## src/rtl/fbc_pkg.sv

```systemverilog
package fbc_pkg;

  typedef enum logic [1:0] {
    SEL_LOW  = 2'd0,
    SEL_HIGH = 2'd1,
    SEL_BAND = 2'd2,
    SEL_ALL  = 2'd3
  } sel_e;

  typedef struct packed {
    logic lp;
    logic hp;
    logic bp;
  } band_t;

  // Three-way judgement of a count against two cutoffs.
  function automatic band_t grade(input logic [31:0] cnt,
                                  input logic [31:0] lo,
                                  input logic [31:0] hi);
    band_t b;
    b.lp = (cnt <= lo);
    b.hp = (cnt >= hi);
    b.bp = (cnt > lo) && (cnt < hi);
    return b;
  endfunction

  // Which classes the selection lets through.
  function automatic band_t sel_mask(input sel_e s);
    band_t m;
    m.lp = (s == SEL_LOW)  || (s == SEL_ALL);
    m.hp = (s == SEL_HIGH) || (s == SEL_ALL);
    m.bp = (s == SEL_BAND) || (s == SEL_ALL);
    return m;
  endfunction

endpackage

```

## src/rtl/fbc_edge_sync.sv

```systemverilog
module fbc_edge_sync #(
  parameter int STAGES = 2
) (
  input  logic clk,
  input  logic rst_n,
  input  logic async_in,
  output logic rise
);
  logic [STAGES-1:0] chain;
  logic              last;

  always_ff @(posedge clk or negedge rst_n) begin
    if (!rst_n) begin
      chain <= '0;
      last  <= 1'b0;
    end else begin
      chain <= {chain[STAGES-2:0], async_in};
      last  <= chain[STAGES-1];
    end
  end

  assign rise = chain[STAGES-1] & ~last;

  // a rising edge is a single-cycle event
  a_r1_single_pulse: assert property (@(posedge clk) disable iff (!rst_n)
    rise |=> !rise);

endmodule

```

## src/rtl/fbc_gate_timer.sv

```systemverilog
module fbc_gate_timer #(
  parameter int GATE_W = 16
) (
  input  logic              clk,
  input  logic              rst_n,
  input  logic [GATE_W-1:0] gate_len,
  output logic              gate_end
);
  logic [GATE_W-1:0] tick;

  // the +1 is done one bit wider so an all-ones length does not wrap
  assign gate_end = ({1'b0, tick} + 1'b1) >= {1'b0, gate_len};

  always_ff @(posedge clk or negedge rst_n) begin
    if (!rst_n)        tick <= '0;
    else if (gate_end) tick <= '0;
    else               tick <= tick + 1'b1;
  end

  // between window ends the timer advances by exactly one
  a_r2_tick_step: assert property (@(posedge clk) disable iff (!rst_n)
    !gate_end |=> tick == $past(tick) + 1'b1);

endmodule

```

## src/rtl/fbc_edge_counter.sv

```systemverilog
module fbc_edge_counter #(
  parameter int CNT_W = 16
) (
  input  logic             clk,
  input  logic             rst_n,
  input  logic             rise,
  input  logic             gate_end,
  output logic [CNT_W-1:0] held,
  output logic             held_valid
);
  localparam logic [CNT_W-1:0] TOP = {CNT_W{1'b1}};

  logic [CNT_W-1:0] acc;
  logic [CNT_W-1:0] acc_next;

  function automatic logic [CNT_W-1:0] sat_inc(input logic [CNT_W-1:0] v,
                                               input logic inc);
    return (inc && v != TOP) ? v + 1'b1 : v;
  endfunction

  assign acc_next = sat_inc(acc, rise);

  always_ff @(posedge clk or negedge rst_n) begin
    if (!rst_n) begin
      acc        <= '0;
      held       <= '0;
      held_valid <= 1'b0;
    end else if (gate_end) begin
      held       <= acc_next;
      acc        <= '0;
      held_valid <= 1'b1;
    end else begin
      acc <= acc_next;
    end
  end

  // once at the top the running count stays there until the window ends
  a_r3_saturate: assert property (@(posedge clk) disable iff (!rst_n)
    (acc == TOP && !gate_end) |=> acc == TOP);

  // the running count restarts at every window end
  a_r2_restart: assert property (@(posedge clk) disable iff (!rst_n)
    gate_end |=> acc == '0);

  // at most one edge is added per cycle
  a_r1_one_per_cycle: assert property (@(posedge clk) disable iff (!rst_n)
    !gate_end |=> (acc - $past(acc)) <= 1);

endmodule

```

## src/rtl/freq_band_classifier.sv

```systemverilog
module freq_band_classifier #(
  parameter int CNT_W  = 16,
  parameter int GATE_W = 24,
  parameter int SYNC_N = 2
) (
  input  logic              clk,
  input  logic              rst_n,
  input  logic              sig_in,
  input  logic              enable,
  input  logic [1:0]        sel,
  input  logic [GATE_W-1:0] gate_len,
  input  logic [CNT_W-1:0]  cut_lo,
  input  logic [CNT_W-1:0]  cut_hi,
  output logic              lp_on,
  output logic              hp_on,
  output logic              bp_on
);
  import fbc_pkg::*;

  logic             rise;
  logic             gate_end;
  logic [CNT_W-1:0] held;
  logic             held_valid;
  band_t            judged;
  band_t            allowed;
  band_t            out_q;

  fbc_edge_sync #(.STAGES(SYNC_N)) u_sync (
    .clk(clk), .rst_n(rst_n), .async_in(sig_in), .rise(rise));

  fbc_gate_timer #(.GATE_W(GATE_W)) u_gate (
    .clk(clk), .rst_n(rst_n), .gate_len(gate_len), .gate_end(gate_end));

  fbc_edge_counter #(.CNT_W(CNT_W)) u_count (
    .clk(clk), .rst_n(rst_n), .rise(rise), .gate_end(gate_end),
    .held(held), .held_valid(held_valid));

  assign judged  = grade(32'(held), 32'(cut_lo), 32'(cut_hi));
  assign allowed = sel_mask(sel_e'(sel));

  always_ff @(posedge clk or negedge rst_n) begin
    if (!rst_n)                     out_q <= '0;
    else if (held_valid && enable)  out_q <= judged & allowed;
    else                            out_q <= '0;
  end

  assign lp_on = out_q.lp;
  assign hp_on = out_q.hp;
  assign bp_on = out_q.bp;

  // disabled means all switches open on the next cycle
  a_r8_disable: assert property (@(posedge clk) disable iff (!rst_n)
    !enable |=> {lp_on, hp_on, bp_on} == 3'b000);

  // nothing asserts before a window has been captured
  a_r9_hold_low: assert property (@(posedge clk) disable iff (!rst_n)
    !held_valid |=> {lp_on, hp_on, bp_on} == 3'b000);

  // inverted or equal cutoffs leave the band empty
  a_r10_band_empty: assert property (@(posedge clk) disable iff (!rst_n)
    (cut_lo >= cut_hi) |=> !bp_on);

  // ordered cutoffs give mutually exclusive classes
  a_r6_exclusive: assert property (@(posedge clk) disable iff (!rst_n)
    (cut_lo < cut_hi) |=> $onehot0({lp_on, hp_on, bp_on}));

  // low-only selection keeps the other two open
  a_r7_low_only: assert property (@(posedge clk) disable iff (!rst_n)
    (sel == 2'd0) |=> (!hp_on && !bp_on));

endmodule

```

## config.mk

```make
export PLATFORM = sky130hd
export DESIGN_NAME = freq_band_classifier
export DESIGN_NICKNAME = d
export VERILOG_FILES = /design/src/rtl/fbc_pkg.sv /design/src/rtl/fbc_edge_sync.sv /design/src/rtl/fbc_gate_timer.sv /design/src/rtl/fbc_edge_counter.sv /design/src/rtl/freq_band_classifier.sv
export SDC_FILE = /design/constraint.sdc
export NUM_CORES = 1
export LEC_CHECK = 0
export ABC_AREA = 1
export BUFFER_PORTS_ARGS = -buffer_cell sky130_fd_sc_hd__buf_2
export CAP_MARGIN = 40
export CORE_UTILIZATION = 40
export DETAILED_ROUTE_END_ITERATION = 10
export SYNTH_ARGS = -nofsm -noshare
export SYNTH_HDL_FRONTEND = slang
export SYNTH_SLANG_ARGS = --single-unit
```

## constraint.sdc

```tcl
create_clock -name clk -period 4.4 [get_ports clk]
set_clock_uncertainty 0.2 [all_clocks]
set_input_delay 0.22 -clock clk [delete_from_list [all_inputs] [get_ports clk]]
set_output_delay 0.22 -clock clk [all_outputs]
set_load 0.05 [all_outputs]
```

# == Word-level counts from Yosys, hierarchy flattened ==
# Cells that the tools add are included.
# word_totals
register_bits,63
in_bits,62
out_inout_bits,3
wordCells,35
# classes
addsub,3
magnitude_cmp,5
eq_ne,4
mux,4
n_bitwise,3
n_reduce_logical,7
# ops
operator,n
$mux 16,2
$add 24x1->25 const B,1
$ge 25x24->1,1
$add 24x1->24 const B,1
$mux 24,1
$add 16x1->16 const B,1
$ge 16x16->1,1
$gt 16x16->1,1
$le 16x16->1,1
$lt 16x16->1,1
$ne 16x16->1 const B,1
$eq 2x2->1 const B,2
$and 3x3->3,1
$logic_and 1x1->1,3
$logic_or 1x1->1,3
$mux 3,1
$eq 2x1->1 const B,1
$logic_not 2->1,1
$and 1x1->1,1
$not 1->1,1

# == Longest topological paths before layout ==
# depth
depth_word,5
depth_mapped,22
depth_no_buf,21

# == Cells and area by module ==
# A second synthesis with hierarchy kept.
# unflattened
hier_cells,694
hier_area_um2,4931.0
# by_module_without_submodules
module,n_inst,cells_each,area_each_um2,seq_area_each_um2
fbc_gate_timer,1,295,2094.5,600.6
fbc_edge_counter,1,236,1731.7,825.8
freq_band_classifier,1,158,1019.7,75.1
fbc_edge_sync,1,5,85.1,75.1

# == Least setup slack after synthesis ==
# OpenSTA, ideal clock, no wires.
# synth_timing
kind,register to register
from,register u_gate.tick[0]
to,register u_gate.tick[22]
setup_time_ns,0.124
arrival_ns,2.833
required_time_ns,4.076
slack_ns,1.243
path_stages_with_launch,21
n_path_buf,2
synth_period_minus_slack_ns,3.157
cell_sequence,dfrtp_1 > ha_1 > nand3_2 > inv_2 > nand2_4 > nor2_8 > nand2_1 > inv_1 > nand3_1 > xor2_1 > inv_1 > ha_1 > nand2_1 > nor2_1 > nand2_1 > nor2_1 > nand3_4 > nand3_2 > buf_6 > buf_8 > nor2_4
# synth_via
elab_chain_cells,3
elab_cells_between_ends,4
classes_between,add/sub (2); order compare (1); mux (1)
# synth_lines
element,line,rtl
from (decl),fbc_gate_timer.sv:9,logic [GATE_W-1:0] tick;
from (signal assigned),fbc_gate_timer.sv:17,else tick <= tick + 1'b1;
$add 24x1->25,fbc_gate_timer.sv:12,"assign gate_end = ({1'b0, tick} + 1'b1) >= {1'b0, gate_len};"
$ge 25x24->1,fbc_gate_timer.sv:12,
$mux 24 *,fbc_gate_timer.sv:16,else if (gate_end) tick <= '0;
# Every way passes the cells marked *; elsewhere a longest branch is shown, timed or not.
# A chain may end at the register's enable or synchronous reset.

# == Worst setup path in the final report ==
# layout_timing
from,register u_gate.tick[0]
to,register u_count.held[9]
# layout_via
elab_chain_cells,2
# layout_lines
element,line,rtl
$add 24x1->25,fbc_gate_timer.sv:12,
$ge 25x24->1,fbc_gate_timer.sv:12,
to (signal assigned),fbc_edge_counter.sv:29,held <= acc_next;
to (decl),fbc_edge_counter.sv:8,"output logic [CNT_W-1:0] held,"
# Every way passes these cells.

==> summary.md <==
| Metric | Value |
|---|---|
| DR vias | 4408 |
| Rel. slew slack | 0.6106 |
| Final worst path period need | 3.630 ns |
| Initial Util | 0.4152 |
| Fin nets | 895 |
| CTS tree | built |
| Router iterations before antenna repair | 4 |
| Crit path cell chain | ha_1 -> nand3_2 -> inv_2 -> nand2_4 -> nor2_8 -> nand2_1 -> inv_1 -> nand3_1 -> xor2_1 -> inv_1 -> ha_1 -> nand2_1 -> nor2_1 -> nand2_1 -> nor2_1 -> nand2_1 -> nand3_1 -> nor2_4 -> nand3_2 -> buf_12 -> nand2_1 -> nand2_1 |
| PD cells | 258.2 mW/mm^2 |
| Slowest stage delay, CP | 0.47 ns |
| Total CTS buffers | 9 |
| Unrepaired setup endpoints after global routing | no |
| Multi-input logic area | 0.002840 mm^2 |
| H-Tree Level Count | 3 |
| Most frequent CP cell | nand2_1 |
| Root buf cell | clkbuf_16 |
| Area of the die | 0.01308 mm^2 |
| Max FO, Critical Path | 38 |
| Synth Register Bits | 63 |
| Setup total negative slack | 0 ns |
| Post-DP HPWL | 9070 um |
| Most common cell in the netlist | nand2_1 |
| Largest net degree at the start of global routing | 39 |
| Worst-margin pin slew | 0.5827 ns |
| Worst setup EP type | register |
| Final ANT Viol Nets | 0 |
| CP required | 4.42 ns |
| Post_cts resized | 0 |
| Slowest cell on the critical path | dfrtp_1 |
| Total power | 1.515 mW |
| Syn Nets | 823 |
| GRT Overall Usage | 0.1887 |
| Static leakage | 3.281 nW |
| Worst-path clk slew | 0.06 ns |
| Outcome | completed |
| Final Hold Viols | 0 |
| EDFF count, synth | 0 |
| Dpl ws | 0.7566 ns |
| Slew Viols, Final | 0 |
| Crit path DAT | 3.65 ns |
| Layout cells sized above 1 | 0.1467 |
| Max VDD drop | 177.5 uV |
| Placeable Area | 0.01216 mm^2 |
| Max frequency | 0.2755 GHz |
| Min-delay src | sel[1] |
| # diodes | 0 |
| Post-synthesis sequential area ratio | 0.3122 |
| Gate Count Post-Synth | 700 |
| Final setup fails | 0 |
| Post-Syn Area | 0.005050 mm^2 |
| CTS Buffer Depth | 2 |
| Clk Latency, worst-skew pair | 0.33 ns |
| Drc violations | 0 |
| Setup crit start | u_gate.tick[0] |
| Hold WS | 0.1460 ns |
| Num rows | 40 |
| Area Overhead vs Synth | 16.18% |
| WS Path Type | register to register |
| I/O pins | 65 |
| Final Cycle Share | 0.8251 |
| R2r startpoint | u_gate.tick[0] |
| Commonest cells post-synth | 167 x nand2_1, 139 x inv_1, 91 x nor2_1 |
| DRT iter0 DRCs | 216 |
| IO buf count | 64 |
| Yosys top cell area share | 0.3122 |
| Netlist cell types | 36 |
| Die height | 114.4 um |
| Hold Crit Class | input port to register |
| Ranking of synthesized cells by area | dfrtp_1 31%, ha_1 15%, nand2_1 12% |
| Slack of the critical path | 0.7696 ns |
| Clk sinks | 63 |
| WL/cell | 11.76 um |
| YS warnings | 0 |
| Filler cells | 1245 |
| First-pass GRT wire length | 19420 um |
| Register Area | 0.001577 mm^2 |
| Max Cap Viol | 0 |
| Largest area contributor in the netlist | dfrtp_1 |
| Final GP Congestion | 0.9266 |
| Vias in the first global route | 4365 |
| Startpoint Class | register |
| Post-synth ARST share | 1.000 |
| Post-DR vias/cell | 4.665 |
| Post-Route WL | 11110 um |
| Grt total ovfl | 0 |
| Initial antenna violation count | 0 |
| Avg Inst Size Synth | 7.214 um^2 |
| Most used DFF post-synth | dfrtp_1 |
| Die Wd | 114.4 um |
==> state kept, by name, summed over array words and instances (netlist names) <==
signal,cells
u_count.held,16
u_sync.chain,2
hp_on,1
u_count.acc,16
u_gate.tick,24
bp_on,1
lp_on,1
u_count.held_valid,1
u_sync.last,1
==> placed cells by master (no fill, tap or decap), drive strengths merged, types with 2 or more instances in the layout <==
master	synthesis	routed
a21o	4	4
a21oi	23	23
buf	10	69
clkbuf	1	9
clkinv	2	5
clkinvlp	0	3
dfrtp	63	63
dlygate4sd3	0	3
ha	61	61
inv	143	144
nand2	170	170
nand3	29	29
nand3b	3	3
nand4	25	25
nor2	105	105
nor3	9	9
nor4	2	2
o21ai	20	20
xnor2	4	4
xor2	21	21
==> worst max-delay path: cells and delay by family (launching register included) <==
family                   cells  cell delay (ns)
XOR/XNOR                     1             0.27
adder cells (fa/ha/maj)      2             0.55
buffers and inverters        4             0.49
flip-flops                   1             0.47
AND/OR/NAND/NOR             15             1.53
==> timing repair <==
item,4_1_cts,5_1_grt
endpoints found under the hold margin,44,0
hold buffers,3,0
setup buffers,0,0
==> kinds of logic (layout without fill, tap and decap cells) <==
| kind of cell | Yosys count | after routing | share of synthesized area |
|---|---|---|---|
| buffers and inverters | 156 | 233 | 0.1254 |
| AND/OR/NAND/NOR | 346 | 346 | 0.3154 |
| AO/OA/AOI/OAI | 49 | 49 | 0.05253 |
| flip-flops | 63 | 63 | 0.3122 |
| XOR/XNOR | 25 | 25 | 0.04336 |
| adder cells (fa/ha/maj) | 61 | 61 | 0.1511 |
==> through the flow <==
stage               std cells    util  area (um^2)
finish                    945  0.4824         5867
global route              945  0.4824         5867
CTS                       945  0.4824         5867
detailed placement        926  0.4567         5554
global placement          925  0.4550         5534
floorplan                 700       -         5050
==> report_power, final <==
group / switching (mW) / internal, mW
Combinational: 0.138 / 0.0909
Sequential: 0.0222 / 0.604
Clock: 0.275 / 0.385
==> area by class of cell <==
type / count / area share
multi-input cells: 481 / 0.4841
flip-flops and latches: 63 / 0.2687
inverters: 145 / 0.09277
repair buffers: 72 / 0.07038
clock buffers: 9 / 0.03839
well taps: 168 / 0.03583
clock inverters: 7 / 0.009810
==> worst paths after layout <==
path,endpoint,slack [ns],cells past startpoint
min,lp_on,0.15,4
max reg2reg,u_count.held[9],0.77,22
min reg2reg,u_sync.chain[1],0.15,0
max in group asynchronous,u_count.acc[12],3.00,4
min in group asynchronous,u_gate.tick[0],0.17,2
max,u_count.held[9],0.77,22
==> metal layers <==
| layer | track usage | share of wire |
|---|---|---|
| met1 | 0.2506 | 0.50 |
| met2 | 0.3067 | 0.45 |
| met4 | 0.08139 | 0.017 |
| met5 | 0 | 0 |
| met3 | 0.02700 | 0.029 |
No activity file was read; power rests on OpenSTA's default activity.
